[src/rtl/rbw_pkg.sv]
package rbw_pkg;

  // Sequencer phases: address settle, entry load, bus write, finished.
  typedef enum logic [2:0] {
    SQ_IDLE  = 3'd0,
    SQ_FETCH = 3'd1,
    SQ_LOAD  = 3'd2,
    SQ_WRITE = 3'd3,
    SQ_DONE  = 3'd4
  } seq_state_e;

endpackage

[src/rtl/rbw_entry_split.sv]
module rbw_entry_split #(
  parameter int ADDR_W = 16,
  parameter int DATA_W = 32,
  localparam int ENTRY_W = ADDR_W + DATA_W
) (
  input  logic [ENTRY_W-1:0] entry,
  output logic [ADDR_W-1:0]  bus_adr,
  output logic [DATA_W-1:0]  bus_dat,
  output logic               is_term
);

  // Address sits in the upper field, data in the lower field.
  assign bus_adr = entry[ENTRY_W-1:DATA_W];
  assign bus_dat = entry[DATA_W-1:0];
  // End marker: every bit of the entry set.
  assign is_term = &entry;

endmodule

[src/rtl/rbw_rom_ptr.sv]
module rbw_rom_ptr #(
  parameter int ROM_AW = 16
) (
  input  logic              clk,
  input  logic              rst,
  input  logic              clr,
  input  logic              step,
  output logic [ROM_AW-1:0] ptr
);

  always_ff @(posedge clk) begin
    if (rst || clr) begin
      ptr <= '0;
    end else if (step) begin
      ptr <= ptr + ROM_AW'(1);
    end
  end

endmodule

[src/rtl/rbw_bus_drive.sv]
module rbw_bus_drive #(
  parameter int ADDR_W = 16,
  parameter int DATA_W = 32,
  localparam int SEL_W = DATA_W / 8
) (
  input  logic              clk,
  input  logic              rst,
  input  logic              issue,
  input  logic              retire,
  input  logic [ADDR_W-1:0] adr_in,
  input  logic [DATA_W-1:0] dat_in,
  output logic              cyc,
  output logic              stb,
  output logic              we,
  output logic [SEL_W-1:0]  sel,
  output logic [ADDR_W-1:0] adr,
  output logic [DATA_W-1:0] dat
);

  always_ff @(posedge clk) begin
    if (rst) begin
      cyc <= 1'b0;
      stb <= 1'b0;
      we  <= 1'b0;
      sel <= '0;
      adr <= '0;
      dat <= '0;
    end else if (issue) begin
      cyc <= 1'b1;
      stb <= 1'b1;
      we  <= 1'b1;
      sel <= '1;
      adr <= adr_in;
      dat <= dat_in;
    end else if (retire) begin
      cyc <= 1'b0;
      stb <= 1'b0;
      we  <= 1'b0;
      sel <= '0;
    end
  end

endmodule

[src/rtl/rom_bus_writer.sv]
module rom_bus_writer #(
  parameter int ADDR_W = 16,
  parameter int DATA_W = 32,
  parameter int ROM_AW = 16,
  localparam int ENTRY_W = ADDR_W + DATA_W,
  localparam int SEL_W = DATA_W / 8
) (
  input  logic               clk,
  input  logic               rst,
  input  logic               start,
  output logic [ROM_AW-1:0]  rom_addr,
  input  logic [ENTRY_W-1:0] rom_data,
  output logic               wb_cyc_o,
  output logic               wb_stb_o,
  output logic               wb_we_o,
  output logic [SEL_W-1:0]   wb_sel_o,
  output logic [ADDR_W-1:0]  wb_adr_o,
  output logic [DATA_W-1:0]  wb_dat_o,
  input  logic               wb_ack_i,
  output logic               done
);

  import rbw_pkg::*;

  seq_state_e        state_q;
  logic [ADDR_W-1:0] ent_adr;
  logic [DATA_W-1:0] ent_dat;
  logic              ent_term;
  logic              issue;
  logic              retire;
  logic              launch;

  rbw_entry_split #(.ADDR_W(ADDR_W), .DATA_W(DATA_W)) u_split (
    .entry   (rom_data),
    .bus_adr (ent_adr),
    .bus_dat (ent_dat),
    .is_term (ent_term)
  );

  // Only an idle sequencer accepts start; later pulses fall through.
  assign launch = (state_q == SQ_IDLE) && start;
  assign issue  = (state_q == SQ_LOAD) && !ent_term;
  assign retire = (state_q == SQ_WRITE) && wb_ack_i;

  rbw_rom_ptr #(.ROM_AW(ROM_AW)) u_ptr (
    .clk  (clk),
    .rst  (rst),
    .clr  (launch),
    .step (retire),
    .ptr  (rom_addr)
  );

  rbw_bus_drive #(.ADDR_W(ADDR_W), .DATA_W(DATA_W)) u_bus (
    .clk    (clk),
    .rst    (rst),
    .issue  (issue),
    .retire (retire),
    .adr_in (ent_adr),
    .dat_in (ent_dat),
    .cyc    (wb_cyc_o),
    .stb    (wb_stb_o),
    .we     (wb_we_o),
    .sel    (wb_sel_o),
    .adr    (wb_adr_o),
    .dat    (wb_dat_o)
  );

  always_ff @(posedge clk) begin
    if (rst) begin
      state_q <= SQ_IDLE;
      done    <= 1'b0;
    end else begin
      case (state_q)
        SQ_IDLE:  if (start) state_q <= SQ_FETCH;
        // Address is stable this cycle; memory registers it at the edge.
        SQ_FETCH: state_q <= SQ_LOAD;
        SQ_LOAD: begin
          if (ent_term) begin
            state_q <= SQ_DONE;
            done    <= 1'b1;
          end else begin
            state_q <= SQ_WRITE;
          end
        end
        // No timeout: the write stays open until acknowledged.
        SQ_WRITE: if (wb_ack_i) state_q <= SQ_FETCH;
        SQ_DONE:  state_q <= SQ_DONE;
        default:  state_q <= SQ_IDLE;
      endcase
    end
  end

endmodule

[config.mk]
export PLATFORM = sky130hd
export DESIGN_NAME = rom_bus_writer
export DESIGN_NICKNAME = d
export VERILOG_FILES = /design/src/rtl/rbw_pkg.sv /design/src/rtl/rbw_entry_split.sv /design/src/rtl/rbw_rom_ptr.sv /design/src/rtl/rbw_bus_drive.sv /design/src/rtl/rom_bus_writer.sv
export SDC_FILE = /design/constraint.sdc
export NUM_CORES = 1
export LEC_CHECK = 0
export ABC_AREA = 1
export CAP_MARGIN = 10
export CORE_MARGIN = 4
export CORE_UTILIZATION = 40
export CTS_CLUSTER_DIAMETER = 120
export DETAILED_ROUTE_END_ITERATION = 7
export MAX_ROUTING_LAYER = met4
export PLACE_DENSITY = 0.81
export SLEW_MARGIN = 25
export SYNTH_ARGS = -nofsm -noshare
export SYNTH_HDL_FRONTEND = slang
export SYNTH_SLANG_ARGS = --single-unit
[constraint.sdc]
create_clock -name clk -period 2.3 [get_ports clk]
set_clock_uncertainty 0.1 [all_clocks]
set_input_delay 0.46 -clock clk [delete_from_list [all_inputs] [get_ports clk]]
set_output_delay 0.46 -clock clk [all_outputs]
set_load 0.03 [all_outputs]
Word-level counts from Yosys, hierarchy flattened
Cells that the tools add are included.
{"block": "totals", "register_bits": 73, "elab_cells": 32, "output_inout_bits": 72}
{"block": "op_classes", "n_eq_ne": 6, "mux": 8, "addsub": 1, "n_reduce_logical": 10}
{"cell": "49-bit AND reduction", "n": 1}
{"cell": "48-bit AND reduction", "n": 1}
{"cell": "16-bit by 1-bit adder with 16-bit output, second input constant", "n": 1}
{"cell": "3-bit case mux with 5 select lines", "n": 1}
{"cell": "3-bit two-way mux", "n": 3}
{"cell": "4-bit two-way mux", "n": 2}
{"cell": "3-bit by 2-bit equality test with 1-bit output, second input constant", "n": 2}
{"cell": "2-bit inequality test, second input constant", "n": 2}
{"cell": "3-bit by 1-bit equality test with 1-bit output, second input constant", "n": 1}
{"cell": "3-bit equality test, second input constant", "n": 1}
{"cell": "1-bit logical AND", "n": 3}
{"cell": "3-bit logical NOT", "n": 1}
{"cell": "1-bit two-way mux", "n": 2}
{"cell": "2-bit AND reduction", "n": 1}
{"cell": "2-bit nonzero test", "n": 1}
{"cell": "1-bit logical NOT", "n": 1}
{"cell": "1-bit logical OR", "n": 1}

Longest topological paths before layout
{"block": "depth", "depth_word": 4, "ltp_mapped": 11}

Modules after synthesis
From an unflattened synthesis, not the netlist that was laid out.
{"block": "hier_totals", "hier_cells": 461, "hier_area_um2": 3286.9}
{"mod": "rbw_bus_drive", "instances": 1, "area_per_inst_um2": 1742.9, "cells_each": 219}
{"mod": "rbw_rom_ptr", "instances": 1, "area_per_inst_um2": 792.0, "cells_each": 117}
{"mod": "rbw_entry_split", "instances": 1, "area_per_inst_um2": 519.2, "cells_each": 87}
{"mod": "rom_bus_writer", "instances": 1, "area_per_inst_um2": 232.7, "cells_each": 38}

Worst setup path after synthesis
OpenSTA, ideal clock, no wires.
{"block": "synth_timing", "path_type": "flip-flop to flip-flop", "startpoint": "reg u_ptr.ptr[0]", "endpoint": "reg u_ptr.ptr[14]", "n_path_buf": 0, "arrival_ps": 1432, "setup_slack_ps": 636, "synth_period_minus_slack_ps": 1664, "stages_incl_launch_ff": 9, "cell_sequence": "dfxtp_1 -> ha_1 -> nand2_1 -> nor3_2 -> nand4_2 -> nor2_2 -> nand2_1 -> nand2_1 -> a21oi_1"}
{"block": "synth_via", "elab_chain_cells": 1}
{"element": "start: declaration", "line": "rbw_rom_ptr.sv:8", "text": "output logic [ROM_AW-1:0] ptr"}
{"element": "start signal: assignment", "line": "rbw_rom_ptr.sv:15", "text": "ptr <= ptr + ROM_AW'(1);"}
{"element": "16-bit by 1-bit adder with 16-bit output", "line": "rbw_rom_ptr.sv:15"}
No other way between the ends.
A chain may end at the register's enable or synchronous reset.

Worst setup path after layout
{"block": "layout_timing", "startpoint": "reg u_bus.sel[2]", "endpoint": "out wb_sel_o[2]"}
{"element": "start: declaration", "line": "rbw_bus_drive.sv:15", "text": "output logic [SEL_W-1:0] sel,"}
{"element": "start signal: assignment", "line": "rbw_bus_drive.sv:25", "text": "sel <= '0;"}
{"element": "start signal: assignment", "line": "rbw_bus_drive.sv:32", "text": "sel <= '1;"}
{"element": "start signal: assignment", "line": "rbw_bus_drive.sv:39", "text": "sel <= '0;"}
{"element": "end: declaration", "line": "rom_bus_writer.sv:16", "text": "output logic [SEL_W-1:0] wb_sel_o,"}
No word-level cell between the ends.

==> results.py <==
metrics = {
    "outcome": {
        "outcome": "complete, no violations",
    },
    "detailed_routing": {
        "dr_total_vias": 2906,
        "routed_via_density": 4.69,
        "wirelength_um": 7850,
        "routedWlPerCell_um": 12.7,
        "drc": 0,
        "dr.pass1.iters": 4,
        "drtAntennaViolNets": 0,
        "drtIter0Drc": 96,
    },
    "hold_path": {
        "min_from": "done",
        "hp-class": "reg -> reg",
    },
    "timing": {
        "worstMarginPinSlew_ns": 0.559,
        "report.final.slew_viol_count": 0,
        "hold_viol": 0,
        "fin_crit_ns": 2.04,
        "hold_ws_ns": 0.364,
        "worst_slack_ns": 0.257,
        "timing.fmax_mhz": 489,
        "rsz0062_at_grt": "false",
        "max_slew_margin": 0.626,
        "setup-violations-final": 0,
        "post-route-period-util": 0.888,
    },
    "power": {
        "power_leakage_nw": 1.66,
        "combPwrFrac": 0.393,
        "p_clk_frac": 0.251,
        "p_sw_frac": 0.362,
        "powerDensity_mw_per_mm2": 991,
        "p_int_mw": 2.82,
        "power_mw": 4.42,
        "ir_worst_vdd_uv": 473,
        "seqPwrFrac": 0.356,
        "p_switching_mw": 1.60,
    },
    "die": {
        "die_w_um": 94.0,
        "coreArea_sq_mm": 0.00721,
        "dieArea_sq_mm": 0.00883,
        "start_util": 0.410,
        "ios": 124,
        "rows": 31,
        "die_h_um": 94.0,
    },
    "layout": {
        "multi_input_area_sq_mm": 0.00137,
        "area_growth_pct": 51.0,
        "n_antenna_cell": 0,
        "fin_nets": 568,
        "layout-drive-gt1-share": 0.102,
        "regArea_sq_mm": 0.00138,
        "fill_cells": 663,
    },
    "global_routing": {
        "use_met2": 0.288,
        "grt_max_degree": 50,
        "met3_usage": 0.0345,
        "track_usage": 0.182,
        "grt_overflow": 0,
        "antenna_found_initial": 0,
        "use_met1": 0.224,
        "grt_pass1_wl_um": 12400,
        "grt_pass1_vias": 2686,
        "top_usage_layer": "met2",
    },
    "synth": {
        "synthTopCellsByArea": "dfxtp_1, nor2_1, o21ai_0",
        "synth_top_area_frac": 0.467,
        "yosysUniqueCellTypes": 33,
        "postSynthAreaPerCell_sq_um": 7.43,
        "yosysTopAreaCell": "dfxtp_1",
        "yosys_register_bits": 69,
        "yosys_warnings": 0,
        "yosysSeqAreaShare": 0.467,
        "syn_inst": 398,
        "syn-num-nets": 451,
        "syn_area_sq_mm": 0.00296,
    },
    "worst_setup_path": {
        "crit_required_ns": 1.74,
        "crit_buf_inv": 1,
        "crit_chain": "clkdlybuf4s50_1",
        "critPathMaxStageDelay_ns": 0.72,
        "cp.arrival_ns": 1.48,
        "cpMaxStageDelayCell": "clkdlybuf4s50_1",
        "path_class": "reg -> out",
        "end_kind": "primary output",
        "cp-start-kind": "register",
        "cp_top_family": "buffers and inverters",
        "crit_fanout": 8,
        "r2r-start": "u_ptr.ptr[0]",
        "setup.worst_path.start": "u_bus.sel[2]",
    },
    "clock_network": {
        "cts_tree": "yes",
        "htreeDepth": 3,
        "cts_resized": 0,
        "clk_pin_slew_worst_paths_ns": 0.07,
        "post-cts-setup-buffers": 0,
        "hold_buffers": 0,
        "cts_buffers": 9,
        "clockBufferDepth": 2,
        "clock-root-buffer": "clkbuf_8",
        "cts_sinks": 69,
        "clk_latency_ns": 0.33,
    },
    "placement": {
        "gp_congestion": 0.834,
        "dpl.hpwl_um": 5850,
        "portBuffers": 123,
        "place_ws_ns": -0.00198,
    },
    "flow_run": {
        "cap_violations": 0,
    },
}
## tightest hold or removal path: cells and delay by family, from the launching register on
kind / cells / cell delay, ns
flops: 1 / 0.32
buf+inv: 1 / 0.05
compound gates: 1 / 0.05
## worst paths after layout
path,endpoint,slack [ns],depth (start not counted)
hold reg to reg,done,0.36,2
hold / removal,done,0.36,2
setup / recovery,wb_sel_o[2],0.26,1
setup reg to reg,u_ptr.ptr[14],0.62,8
## final cells by class
cell class | count | share of cell area
Sequential cell | 69 | 0.310
Timing Repair Buffer | 128 | 0.290
Inverter | 19 | 0.0160
Tap cell | 99 | 0.0278
Clock inverter | 3 | 0.0151
Multi-Input combinational cell | 288 | 0.306
Clock buffer | 13 | 0.0356
## registers in the layout (all words and copies together), names as in the netlist
| name | flops |
|---|---|
| u_bus.sel | 1 |
| u_bus.adr | 16 |
| u_ptr.ptr | 16 |
| u_bus.dat | 32 |
| done | 1 |
| state_q | 3 |
## synth_stat cells
| cell | instances |
|---|---|
| nor2_2 | 22 |
| nor2_4 | 1 |
| nor3_2 | 2 |
| nand4_1 | 2 |
| buf_1 | 1 |
| dfxtp_1 | 69 |
| nor3_1 | 7 |
| nand2_2 | 2 |
| a31oi_1 | 1 |
| buf_4 | 6 |
| and3_1 | 2 |
| nand3_4 | 1 |
| clkbuf_1 | 5 |
| nor2_8 | 1 |
| nand2_4 | 1 |
| nor3b_1 | 1 |
| or2_0 | 3 |
| buf_6 | 3 |
| nand2_1 | 61 |
| xor2_1 | 3 |
| a21oi_1 | 16 |
| inv_2 | 2 |
| o21ai_0 | 50 |
| nand3_1 | 7 |
| nor2_1 | 100 |
| nand4_2 | 1 |
| xnor2_1 | 1 |
| clkinv_1 | 1 |
| ha_1 | 1 |
| or2_2 | 1 |
| buf_2 | 7 |
| inv_1 | 16 |
| nand3b_1 | 1 |
## metrics by stage
step | std cells | instance area [sq um] | utilization | TNS [ns]
after CTS | 619 | 4460 | 0.619 | 0
after floorplan | 398 | 2960 | - | 0
after detailed placement | 603 | 4240 | 0.587 | -0.00198
after global routing | 619 | 4460 | 0.619 | 0
final | 619 | 4460 | 0.619 | 0
after global placement | 603 | 4240 | 0.587 | 0
## placed cells by master (no fill, tap or decap), types with 7 or more instances in the layout
master	count
clkbuf_8	11
nor3_1	7
dfxtp_1	69
inv_1	16
nand2_1	61
nor2_1	100
a21oi_1	16
clkdlybuf4s50_1	123
nor2_2	22
nand3_1	7
o21ai_0	50
## layer usage
metal	wire, um	vias up	part of all wire
met5	0	-	0
met4	225	0	0.029
li1	-	1490	-
met1	3550	1317	0.45
met3	358	16	0.046
met2	3720	83	0.47
## cell families after synthesis
logic type | count (synthesis) | synth area share
flops | 69 | 0.467
fa+ha+maj | 1 | 0.00423
simple gates | 216 | 0.332
compound gates | 67 | 0.114
buf+inv | 41 | 0.0703
xor+xnor | 4 | 0.0119
## power by group through the flow
stage	Sequential, mW	Combinational, mW	Clock [mW]
after global routing	1.61	1.87	1.19
after CTS	1.58	1.75	1.13
final	1.57	1.74	1.11
after floorplan	2.01	0.659	0
after global placement	1.59	1.72	0
after detailed placement	1.60	1.75	0
Note: power is estimated with default switching activity, not from simulation.
